===== src/rtl/tmr_pkg.sv =====
// Package: register offsets and control-word bit positions for the
// prescaled reference-compare timer. The tick-source code values are
// part of the programming model, so they are fixed here.
package tmr_pkg;
    localparam int OFF_CTRL = 'h00;
    localparam int OFF_CMP  = 'h04;
    localparam int OFF_CAP  = 'h08;
    localparam int OFF_CNT  = 'h0C;
    localparam int OFF_EVT  = 'h11;

    localparam int CB_EN      = 0;
    localparam int CB_SRC_LO  = 1;
    localparam int CB_RESTART = 3;
    localparam int CB_IRQ_EN  = 4;
    localparam int CB_DIV_LO  = 8;

    typedef enum logic [1:0] {
        SRC_OFF0 = 2'd0,
        SRC_DIV  = 2'd1,
        SRC_DIV16 = 2'd2,
        SRC_OFF3 = 2'd3
    } tick_src_e;
endpackage


===== src/rtl/tmr_prescaler.sv =====
// Module: tmr_prescaler
// Makes a one-cycle tick every (div_hi+1) clocks, or every
// 2**FINE_W*(div_hi+1) clocks when fine_en is set.
// Assumes: tick is combinational from the stage counters. clr and !run
// put both stages back to zero, so the first tick after a clear comes a
// full period later.
module tmr_prescaler #(
    parameter int PRE_W  = 8,
    parameter int FINE_W = 4
) (
    input  logic             clk,
    input  logic             rst_n,
    input  logic             clr,
    input  logic             run,
    input  logic             fine_en,
    input  logic [PRE_W-1:0] div_hi,
    output logic             tick
);
    logic [PRE_W-1:0]  pre_q;
    logic [FINE_W-1:0] fine_q;
    logic              pre_wrap;

    // Purpose: flag the cycle where the coarse stage reaches its limit.
    always_comb pre_wrap = (pre_q == div_hi);

    // Purpose: tick only when every enabled stage is at its limit.
    always_comb tick = run && pre_wrap && (!fine_en || (fine_q == '1));

    // Purpose: advance the coarse stage, and the fine stage on each coarse wrap.
    always_ff @(posedge clk) begin
        if (!rst_n || clr || !run) begin
            pre_q  <= '0;
            fine_q <= '0;
        end else if (pre_wrap) begin
            pre_q <= '0;
            if (fine_en)
                fine_q <= fine_q + 1'b1;
            else
                fine_q <= '0;
        end else begin
            pre_q <= pre_q + 1'b1;
        end
    end
endmodule


===== src/rtl/tmr_counter.sv =====
// Module: tmr_counter
// The timer count with compare and restart. Priority: clr, then load,
// then tick. hit pulses on a tick that finds count equal to cmp_val,
// unless a clear or load in the same cycle overrides it.
// Assumes: tick already includes the enable and source qualification.
module tmr_counter #(
    parameter int CNT_W = 16
) (
    input  logic             clk,
    input  logic             rst_n,
    input  logic             clr,
    input  logic             load,
    input  logic [CNT_W-1:0] load_val,
    input  logic             tick,
    input  logic             restart,
    input  logic [CNT_W-1:0] cmp_val,
    output logic [CNT_W-1:0] count,
    output logic             hit
);
    logic match;

    // Purpose: detect equality between the count and the compare value.
    always_comb match = (count == cmp_val);

    // Purpose: report a compare event that this cycle's tick really takes.
    always_comb hit = tick && match && !clr && !load;

    // Purpose: update the count by priority: clear, load, then tick.
    always_ff @(posedge clk) begin
        if (!rst_n || clr)
            count <= '0;
        else if (load)
            count <= load_val;
        else if (tick) begin
            if (match && restart)
                count <= '0;
            else
                count <= count + 1'b1;
        end
    end
endmodule


===== src/rtl/refcmp_timer.sv =====
// Module: refcmp_timer (top)
// Register file, decode, the sticky event register and the interrupt,
// built around the prescaler and the counter.
// Assumes: ADDR_W is wide enough for offset 0x11. The control word
// (8 + PRE_W bits) fits in CNT_W.
module refcmp_timer
    import tmr_pkg::*;
#(
    parameter int CNT_W  = 16,
    parameter int PRE_W  = 8,
    parameter int FINE_W = 4,
    parameter int ADDR_W = 5
) (
    input  logic              clk,
    input  logic              rst_n,
    input  logic              wr_en,
    input  logic [ADDR_W-1:0] addr,
    input  logic [CNT_W-1:0]  wr_data,
    output logic [CNT_W-1:0]  rd_data,
    output logic              irq
);
    localparam int CTRL_W = 8 + PRE_W;
    localparam int EVT_W  = 2;

    logic [CTRL_W-1:0] ctrl_q;
    logic [CNT_W-1:0]  cmp_q;
    logic [CNT_W-1:0]  cap_q;
    logic [CNT_W-1:0]  count_q;
    logic [EVT_W-1:0]  evt_q;
    logic [EVT_W-1:0]  evt_nxt;
    logic              wr_ctrl, wr_cmp, wr_cap, wr_cnt, wr_evt;
    logic              run, fine_en, tick, hit;
    tick_src_e         src;

    // Purpose: decode the write strobe per register.
    always_comb begin
        wr_ctrl = wr_en && (addr == ADDR_W'(OFF_CTRL));
        wr_cmp  = wr_en && (addr == ADDR_W'(OFF_CMP));
        wr_cap  = wr_en && (addr == ADDR_W'(OFF_CAP));
        wr_cnt  = wr_en && (addr == ADDR_W'(OFF_CNT));
        wr_evt  = wr_en && (addr == ADDR_W'(OFF_EVT));
    end

    // Purpose: derive the run state and the tick source from the control word.
    always_comb begin
        src     = tick_src_e'(ctrl_q[CB_SRC_LO +: 2]);
        run     = ctrl_q[CB_EN] && (src == SRC_DIV || src == SRC_DIV16);
        fine_en = (src == SRC_DIV16);
    end

    // Purpose: hold control, compare and capture; disabling clears compare.
    always_ff @(posedge clk) begin
        if (!rst_n) begin
            ctrl_q <= '0;
            cmp_q  <= '0;
            cap_q  <= '0;
        end else begin
            if (wr_ctrl) begin
                ctrl_q <= wr_data[CTRL_W-1:0];
                if (ctrl_q[CB_EN] && !wr_data[CB_EN])
                    cmp_q <= '0;
            end
            if (wr_cmp)
                cmp_q <= wr_data;
            if (wr_cap)
                cap_q <= wr_data;
        end
    end

    // Purpose: apply write-one-to-clear first, then let a compare hit set bit 1.
    always_comb begin
        evt_nxt = evt_q;
        if (wr_evt)
            evt_nxt = evt_nxt & ~wr_data[EVT_W-1:0];
        if (hit)
            evt_nxt[1] = 1'b1;
    end

    // Purpose: register the event bits.
    always_ff @(posedge clk) begin
        if (!rst_n)
            evt_q <= '0;
        else
            evt_q <= evt_nxt;
    end

    tmr_prescaler #(.PRE_W(PRE_W), .FINE_W(FINE_W)) u_pre (
        .clk     (clk),
        .rst_n   (rst_n),
        .clr     (wr_ctrl || wr_cmp || wr_cnt),
        .run     (run),
        .fine_en (fine_en),
        .div_hi  (ctrl_q[CB_DIV_LO +: PRE_W]),
        .tick    (tick)
    );

    tmr_counter #(.CNT_W(CNT_W)) u_cnt (
        .clk      (clk),
        .rst_n    (rst_n),
        .clr      (wr_ctrl || wr_cmp),
        .load     (wr_cnt),
        .load_val (wr_data),
        .tick     (tick),
        .restart  (ctrl_q[CB_RESTART]),
        .cmp_val  (cmp_q),
        .count    (count_q),
        .hit      (hit)
    );

    // Purpose: interrupt is the enabled, latched compare event.
    always_comb irq = ctrl_q[CB_IRQ_EN] && evt_q[1];

    // Purpose: combinational read multiplexer; unmapped offsets return zero.
    always_comb begin
        rd_data = '0;
        case (addr)
            ADDR_W'(OFF_CTRL): rd_data = CNT_W'(ctrl_q);
            ADDR_W'(OFF_CMP):  rd_data = cmp_q;
            ADDR_W'(OFF_CAP):  rd_data = cap_q;
            ADDR_W'(OFF_CNT):  rd_data = count_q;
            ADDR_W'(OFF_EVT):  rd_data = CNT_W'(evt_q);
            default:           rd_data = '0;
        endcase
    end
endmodule


===== config.mk =====
export PLATFORM = sky130hd
export DESIGN_NAME = refcmp_timer
export DESIGN_NICKNAME = d
export VERILOG_FILES = /design/src/rtl/tmr_pkg.sv /design/src/rtl/tmr_prescaler.sv /design/src/rtl/tmr_counter.sv /design/src/rtl/refcmp_timer.sv
export SDC_FILE = /design/constraint.sdc
export NUM_CORES = 1
export LEC_CHECK = 0
export BUFFER_PORTS_ARGS = -buffer_cell sky130_fd_sc_hd__buf_2
export CORE_MARGIN = 5
export CORE_UTILIZATION = 55
export DETAILED_ROUTE_END_ITERATION = 10
export GPL_TIMING_DRIVEN = 0
export PLACE_DENSITY = 0.84
export SYNTH_ARGS = -nofsm -noshare
export SYNTH_HDL_FRONTEND = slang
export SYNTH_SLANG_ARGS = --single-unit

===== constraint.sdc =====
create_clock -name clk -period 2.55 [get_ports clk]
set_clock_uncertainty 0.05 [all_clocks]
set_input_delay 0.3825 -clock clk [delete_from_list [all_inputs] [get_ports clk]]
set_output_delay 0.3825 -clock clk [all_outputs]
set_load 0.01 [all_outputs]

* After elaboration in Yosys (flattened, before gate mapping)
Cells that the tools add are included.
** Storage, ports and cells
- Register bits after elaboration :: 78
- Logic and storage cells :: 66
** Cells by class
- Add/sub/neg operators :: 3
- Equality and inequality tests :: 9
- Multiplexer cells :: 10
- Bitwise operators :: 2
- Reduce and logical (&&, ||, !) cells :: 34
** Operators with widths (count)
- $mux 16 :: 6
- $pmux 16 s5 :: 1
- $add 16x1->16 const B :: 1
- $eq 16x16->1 :: 1
- $logic_and 1x1->1 :: 14
- $eq 5x4->1 const B :: 2
- $add 8x1->8 const B :: 1
- $eq 8x8->1 :: 1
- $reduce_bool 2->1 :: 4
- $logic_or 1x1->1 :: 7
- $logic_not 1->1 :: 6
- $eq 5x3->1 const B :: 1
- $eq 5x5->1 const B :: 1
- $logic_not 5->1 :: 1
- $add 4x1->4 const B :: 1
- $eq 4x4->1 const B :: 1
- $mux 4 :: 1
- $and 2x2->2 :: 1
- $eq 2x1->1 const B :: 1
- $eq 2x2->1 const B :: 1
- $mux 2 :: 1
- $not 2->2 :: 1
- $reduce_and 2->1 :: 1
- $reduce_or 2->1 :: 1
- $mux 1 :: 1

* Logic depth before layout (Yosys ltp)
Gate-level depths: netlist (run 1).
- Depth in word-level cells :: 9
- Gate-level depth with buffers :: 9

* Cells and area by module
Synthesis (run 1) repeated with hierarchy kept, for this count alone.
** Second synthesis, totals
- Cell total of the unflattened synthesis :: 513
- Area total of the unflattened synthesis :: 4271.6 um^2
** By module, submodules not included
- refcmp_timer :: instances 1, cells each 278, area each 2386.0 um^2, seq. area each 1001.0 um^2
- tmr_counter :: instances 1, cells each 167, area each 1270.0 um^2, seq. area each 320.3 um^2
- tmr_prescaler :: instances 1, cells each 68, area each 615.6 um^2, seq. area each 240.2 um^2

* Least setup slack after synthesis (run 1)
Ideal clock, no wire load.
- Path kind :: flip-flop to flip-flop
- Start :: register ctrl_q[1]
- End :: register u_cnt.count[14]
- Library setup time :: 74 ps
- Arrival :: 2011 ps
- Setup slack :: 414 ps
- Stages on the path, launching flop included :: 9
- Path buffers :: 0
- Cell sequence :: dfxtp_1 -> inv_1 -> ha_1 -> nand2b_1 -> a21oi_1 -> nand3_2 -> a211oi_4 -> or4b_1 -> a31oi_1
** On the way
- Longest elaborated chain between the ends :: 6
- Elaborated cells on any way between the ends :: 9
** Ends and longest elaborated chain
- start: declaration :: line refcmp_timer.sv:25 : logic [CTRL_W-1:0] ctrl_q;
- start signal: assignment :: line refcmp_timer.sv:59 : ctrl_q <= wr_data[CTRL_W-1:0];
- $eq 2x1->1 / $eq 2x2->1 (equally long branches) :: line refcmp_timer.sv:47, refcmp_timer.sv:48
- $logic_or 1x1->1 :: line refcmp_timer.sv:47 : run = ctrl_q[CB_EN] && (src == SRC_DIV || src == SRC_DIV16);
- $logic_and 1x1->1 :: line refcmp_timer.sv:47
- $logic_and 1x1->1 :: line tmr_prescaler.sv:27 : always_comb tick = run && pre_wrap && (!fine_en || (fine_q == '1));
- $logic_and 1x1->1 * :: line tmr_prescaler.sv:27
- $reduce_bool 2->1 (no source line) *
- end signal: assignment :: line tmr_counter.sv:33 : count <= load_val;
- end signal: assignment :: line tmr_counter.sv:38 : count <= count + 1'b1;
- end: declaration :: line tmr_counter.sv:17 : output logic [CNT_W-1:0] count,
Mark *: on every way between the ends. The rest lies on a longest branch, timed or not.
A chain may end at the register's enable or synchronous reset.

* Worst setup path in the final report (run 1)
Same ends and word-level chain as after synthesis.

==> impl_metrics.csv, run 1 <==
group,metric,value,unit
pwr,irDropWorstVdd,0.371,mV
floorplanning,dieArea,9540,um^2
placement,hpwl,9070,um
global_routing,grt_pass1_vias,3861,
critical_path,arrival,2640,ps
final_layout,synthToLayoutAreaGrowth,13.1,%
min_path,hold_path.class,"primary input to flop",
route,drt-initial-drc-count,354,
global_routing,grt-ovfl-total,0,
sta,fin_hold_ws,208,ps
synthesis,synthArstFlopShare,0,
synthesis,yosys_warnings,0,
synthesis,synth_area,4230,um^2
sta,fin_crit,2410,ps
outcome,status,"finished clean",
pwr,leakagePower,1.80,nW
final_layout,drive_above_1_share,0.140,
sta,setup_viol,0,
job,cap_violations,0,
final_layout,fin_cells,665,
synthesis,synth_cells,505,
final_layout,layout.area.seq,1560,um^2
synthesis,yosysSeqAreaShare,0.369,
sta,final_max_slew_viol_count,0,
final_layout,layout_common_cells,"nand2_1 (88), dfxtp_1 (78), buf_2 (52), mux2i_1 (34), a21boi_0 (32)",
synthesis,synth_area_leaders,"dfxtp_1 (37%), mux2i_1 (8.0%), nand2_1 (7.8%)",
final_layout,multi_input_area,2510,um^2
clock_network,worstSkewPairLatency,370,ps
global_routing,grt_antenna_before_repair,0,
critical_path,worstPathRequired,2780,ps
clock_network,clock-root-buffer,"clkbuf_8",
floorplanning,core-area,7610,um^2
sta,slew_headroom,0.462,
sta,post-route-period-util,0.945,
sta,fmax,0.415,GHz
floorplanning,initial_core_util,0.556,
final_layout,nets,586,
final_layout,fill_cells,675,
global_routing,grt_max_degree,16,
critical_path,cp-start-kind,"flop",
floorplanning,die_width,97.7,um
global_routing,gr-usage-all-layers,0.251,
sta,hold_violations,0,
synthesis,avgSynthCellArea,8.37,um^2
clock_network,hold_buffers,0,
route,via_count,4085,
clock_network,cts_tree,"built",
synthesis,synth_seq_cells,78,
clock_network,cts.clk_slew.worst_paths,80,ps
placement,gp_congestion,0.872,
route,drc,0,
synthesis,synth_nets,533,
clock_network,clock_path_buffers,2,
route,drt_first_pass_iters,5,
pwr,total_power,2.46,mW
clock_network,htreeDepth,3,
final_layout,diodes,0,
clock_network,numClockSinks,78,
route,ant_nets,0,
synthesis,ys.flop_type,"dfxtp_1",
global_routing,grt_pass1_wl,19100,um
route,wl_per_cell,18.2,um
critical_path,crit_path_end_kind,"flop",
placement,dp_cells,647,
floorplanning,dieHeight,97.7,um
synthesis,synth_edf_count,0,
sta,setup_ws,141,ps
clock_network,numCtsBuffers,9,
placement,pre_cts_slack,14.0,ps
critical_path,path_class,"flop to flop",
sta,tightest_slew,806,ps
placement,port_buffers,40,
final_layout,final_common_cell,"nand2_1",
synthesis,synth_area_leader_cell,"dfxtp_1",
critical_path,critPathMaxFanout,4,
floorplanning,rows,32,
floorplanning,boundaryPins,41,
route,drt_wl_total,12100,um
route,viasPerCell,6.14,
synthesis,synthDistinctLibCells,47,
pwr,cellPowerDensity,515,nW/um^2
synthesis,synth_top_area_frac,0.369,
cell families after synthesis:
kind of cell,synth area share
AOI/OAI and AO/OA,0.192
xor gates and xnor gates,0.0642
adders and majority gates,0.0118
buffers and inverters,0.0391
DFF,0.369
muxes,0.0805
and+or+nand+nor,0.243
worst paths after layout:
check / startpoint / to / slack [ps] / depth (start not counted)
worst max register to register: ctrl_q[1] / u_cnt.count[14] / 140 / 8
worst min-delay path: wr_en / evt_q[0] / 210 / 2
worst min register to register: evt_q[0] / evt_q[0] / 390 / 2
worst max-delay path: ctrl_q[1] / u_cnt.count[14] / 140 / 8
flip-flops by register name, summed over array words and instances, names as in the netlist:
name	cells
evt_q	2
cmp_q	16
u_cnt.count	16
ctrl_q	16
u_pre.fine_q	4
cap_q	16
u_pre.pre_q	8
Yosys cell counts, types with 12 or more instances:
master / number
a21boi_0: 32
nand2_1: 88
a21oi_1: 17
nor2b_1: 17
and3_1: 13
nand3_1: 25
nor2_1: 23
dfxtp_1: 78
mux2i_1: 34
o22ai_1: 16
a22oi_1: 21
clkbuf_1: 19
buf_2: 12
xnor2_1: 17
xor2_1: 14
area by class of cell:
cell class	instances	share of cell area
clock inverters	7	0.0168
inverters	5	0.00393
clock buffers	9	0.0259
multi-input cells	387	0.524
repair buffers	42	0.0450
plain buffers	35	0.0306
well taps	102	0.0267
flip-flops and latches	78	0.327
power breakdown:
group	total, mW	switching, mW	internal (mW)
Sequential	1.25	0.0150	1.23
Clock	0.978	0.514	0.464
Combinational	0.236	0.144	0.0919
worst max-delay path, cell delays in order (launching register included):
cell and delay, ps:
dfxtp_1 360, inv_1 50, ha_1 280, nand2b_1 250, a21oi_1 240, nand3_2 160
a211oi_4 310, or4b_1 460, a31oi_1 170
stage by stage:
| step | area [um^2] | setup TNS (ps) | util |
|---|---|---|---|
| after floorplan | 4230 | 0 | - |
| after global placement | 4560 | 0 | 0.599 |
| after CTS | 4760 | 0 | 0.626 |
| after global routing | 4780 | -22.3 | 0.628 |
| final | 4780 | 0 | 0.628 |
| after detailed placement | 4560 | 0 | 0.599 |
routing by layer:
metal / wire, um / share of wire / vias up / global-route usage
li1: - / - / 1895 / -
met1: 5050 / 0.42 / 1934 / 0.324
met2: 5570 / 0.46 / 215 / 0.398
met3: 957 / 0.079 / 41 / 0.0567
met4: 492 / 0.041 / 0 / 0.114
met5: 0 / 0 / - / 0
repair_timing:
item | in CTS | in global routing
buffers inserted | 0 | 2
resized for setup | 0 | 1
endpoints found under the setup margin | 0 | 2
Power figures use the tool's default switching activity.
==> run 2, diff against run 1 <==
CELL_PAD_IN_SITES_DETAIL_PLACEMENT = 0   (was default)
CELL_PAD_IN_SITES_GLOBAL_PLACEMENT = 1   (was default)
CORE_UTILIZATION = 45   (was 55)
PLACE_DENSITY = 0.89   (was 0.84)
TNS_END_PERCENT = 10   (was default)
==> run 2 against run 1 <==
- clock power up 19%
- sequential power is essentially flat
- register-to-register slack better by 60 ps
- setup slack got worse by 27 ps
- non-clock buffer count decreased by 1
- cell count up 1.2%
- clock-buffer cell count unchanged
- combinational power about the same
- routed wire length rose by 3.7%
- via count down 1.4%
- power rose by 7.3%
- critical path type is now primary input to output port
- largest cell class unchanged
- highest routed layer unchanged
==> impl_metrics.csv, run 2 (synthesis results as in run 1) <==
group,metric,value,unit
critical_path,cpPeakStageDelay,650,ps
final_layout,synthToLayoutAreaGrowth,14.2,%
sta,tightest_slew,819,ps
global_routing,grt_antenna_before_repair,0,
final_layout,layout_common_cells,"nand2_1 (88), dfxtp_1 (78), buf_2 (52), mux2i_1 (34), a21boi_0 (32)",
route,drt-initial-drc-count,321,
sta,final_max_slew_viol_count,0,
floorplanning,rows,35,
route,drt_wl_total,12500,um
sta,fin_crit,2440,ps
critical_path,critPathMaxFanout,10,
min_path,hold_path.class,"primary input to flop",
clock_network,numClockSinks,78,
placement,placed_cell_area,4570,um^2
outcome,status,"finished clean",
critical_path,worstPathRequired,2120,ps
clock_network,numCtsBuffers,9,
route,wl_per_cell,18.6,um
final_layout,utilization,0.525,
clock_network,htreeDepth,3,
critical_path,crit_path_end_kind,"output port",
sta,fmax,0.411,GHz
pwr,irDropWorstVdd,0.300,mV
critical_path,cpMaxStageDelayCell,"buf_1",
critical_path,cp_cell_sequence,"buf_2, buf_2, buf_1, mux2i_1, o22ai_1, buf_2",
critical_path,cp_common_cell,"buf_2",
min_path,hold_path.startpoint,"wr_en",
job,cap_violations,0,
critical_path,crit_path_start,"addr[3]",
global_routing,gr-usage-all-layers,0.225,
route,viasPerCell,5.98,
floorplanning,dieArea,11400,um^2
critical_path,rr_startpoint,"ctrl_q[1]",
global_routing,grt_pass1_wl,20000,um
global_routing,grt_pass1_vias,3865,
final_layout,fin_cells,673,
global_routing,grt-ovfl-total,0,
global_routing,grt_max_degree,15,
critical_path,crit_family,"buffers and inverters",
final_layout,drive_above_1_share,0.142,
clock_network,worstSkewPairLatency,370,ps
route,ant_nets,0,
final_layout,fin_area,4830,um^2
pwr,cellPowerDensity,547,nW/um^2
sta,setup_viol,0,
critical_path,path_class,"primary input to output port",
floorplanning,boundaryPins,41,
placement,gp_congestion,0.811,
final_layout,diodes,0,
floorplanning,initial_core_util,0.460,
sta,post-route-period-util,0.955,
final_layout,nets,585,
critical_path,cp-start-kind,"primary input",
sta,fin_hold_ws,213,ps
clock_network,hold_buffers,0,
critical_path,critPathBufInv,4,
pwr,leakagePower,1.82,nW
route,drt_first_pass_iters,5,
placement,hpwl,9270,um
sta,setup_ws,114,ps
floorplanning,dieHeight,107,um
clock_network,clock-root-buffer,"clkbuf_8",
placement,pre_cts_slack,-17.4,ps
clock_network,clock_path_buffers,2,
route,via_count,4026,
floorplanning,die_width,107,um
clock_network,cts_tree,"built",
sta,grt_setup_unrepaired,"no",
clock_network,cts.clk_slew.worst_paths,80,ps
final_layout,final_common_cell,"nand2_1",
sta,hold_violations,0,
floorplanning,core-area,9200,um^2
route,drc,0,
placement,port_buffers,40,
critical_path,arrival,2000,ps
placement,dp_cells,656,
sta,slew_headroom,0.454,
==> run 2: cell types whose count changed in the layout (fill, tap and decap cells not counted), sizes merged <==
cell | before | now
clkinvlp | 2 | 1
inv | 8 | 7
bufinv | 1 | 3
buf | 58 | 56
clkbuf | 28 | 29
==> run 2: power breakdown <==
part           total [mW]  switching [mW]  leakage, nW  internal [mW]
Combinational       0.237           0.145         1.08         0.0920
Clock                1.16           0.503        0.120          0.655
Sequential           1.25          0.0145        0.629           1.23
Total                2.64           0.662         1.82           1.98
==> run 2: final timing paths <==
kind / cells past startpoint / slack (ps) / endpoint
setup / recovery: 6 / 110 / rd_data[6]
setup reg to reg: 8 / 200 / u_cnt.count[14]
hold reg to reg: 2 / 390 / evt_q[0]
hold / removal: 2 / 210 / evt_q[0]
==> run 2: worst register-to-register path: cells and delay by family (launching register included) <==
kind                     cells  cell delay [ps]
AND/OR/NAND/NOR              3              860
adder cells (fa/ha/maj)      1              280
buffers and inverters        1               60
flip-flops                   1              370
AO/OA/AOI/OAI                3              650
==> run 2: stage by stage <==
stage | power, mW | TNS (ps)
floorplan | 1.42 | 0
CTS | 2.64 | 0
finish | 2.64 | 0
global placement | 1.51 | 0
detailed placement | 1.51 | -60.3
global route | 2.72 | 0
==> run 2: final cells by class <==
class / instances / area, um^2
fillers: 919 / 4370
plain buffers: 35 / 148
clock inverters: 7 / 120
well taps: 111 / 139
repair buffers: 41 / 208
flip-flops and latches: 78 / 1560
clock buffers: 9 / 124
multi-input cells: 387 / 2510
inverters: 5 / 18.8
==> run 2: per-layer routing <==
metal | up-vias | global-route usage | share of wire
li1 | 1901 | - | -
met1 | 1931 | 0.295 | 0.45
met2 | 163 | 0.356 | 0.45
met3 | 31 | 0.0584 | 0.072
met4 | 0 | 0.0831 | 0.030
met5 | - | 0 | 0
==> run 2: repair_timing <==
item	in CTS	in global routing
pin swaps	1	0
endpoints found under the setup margin	1	5
setup buffers	1	0
gates resized for setup	0	3
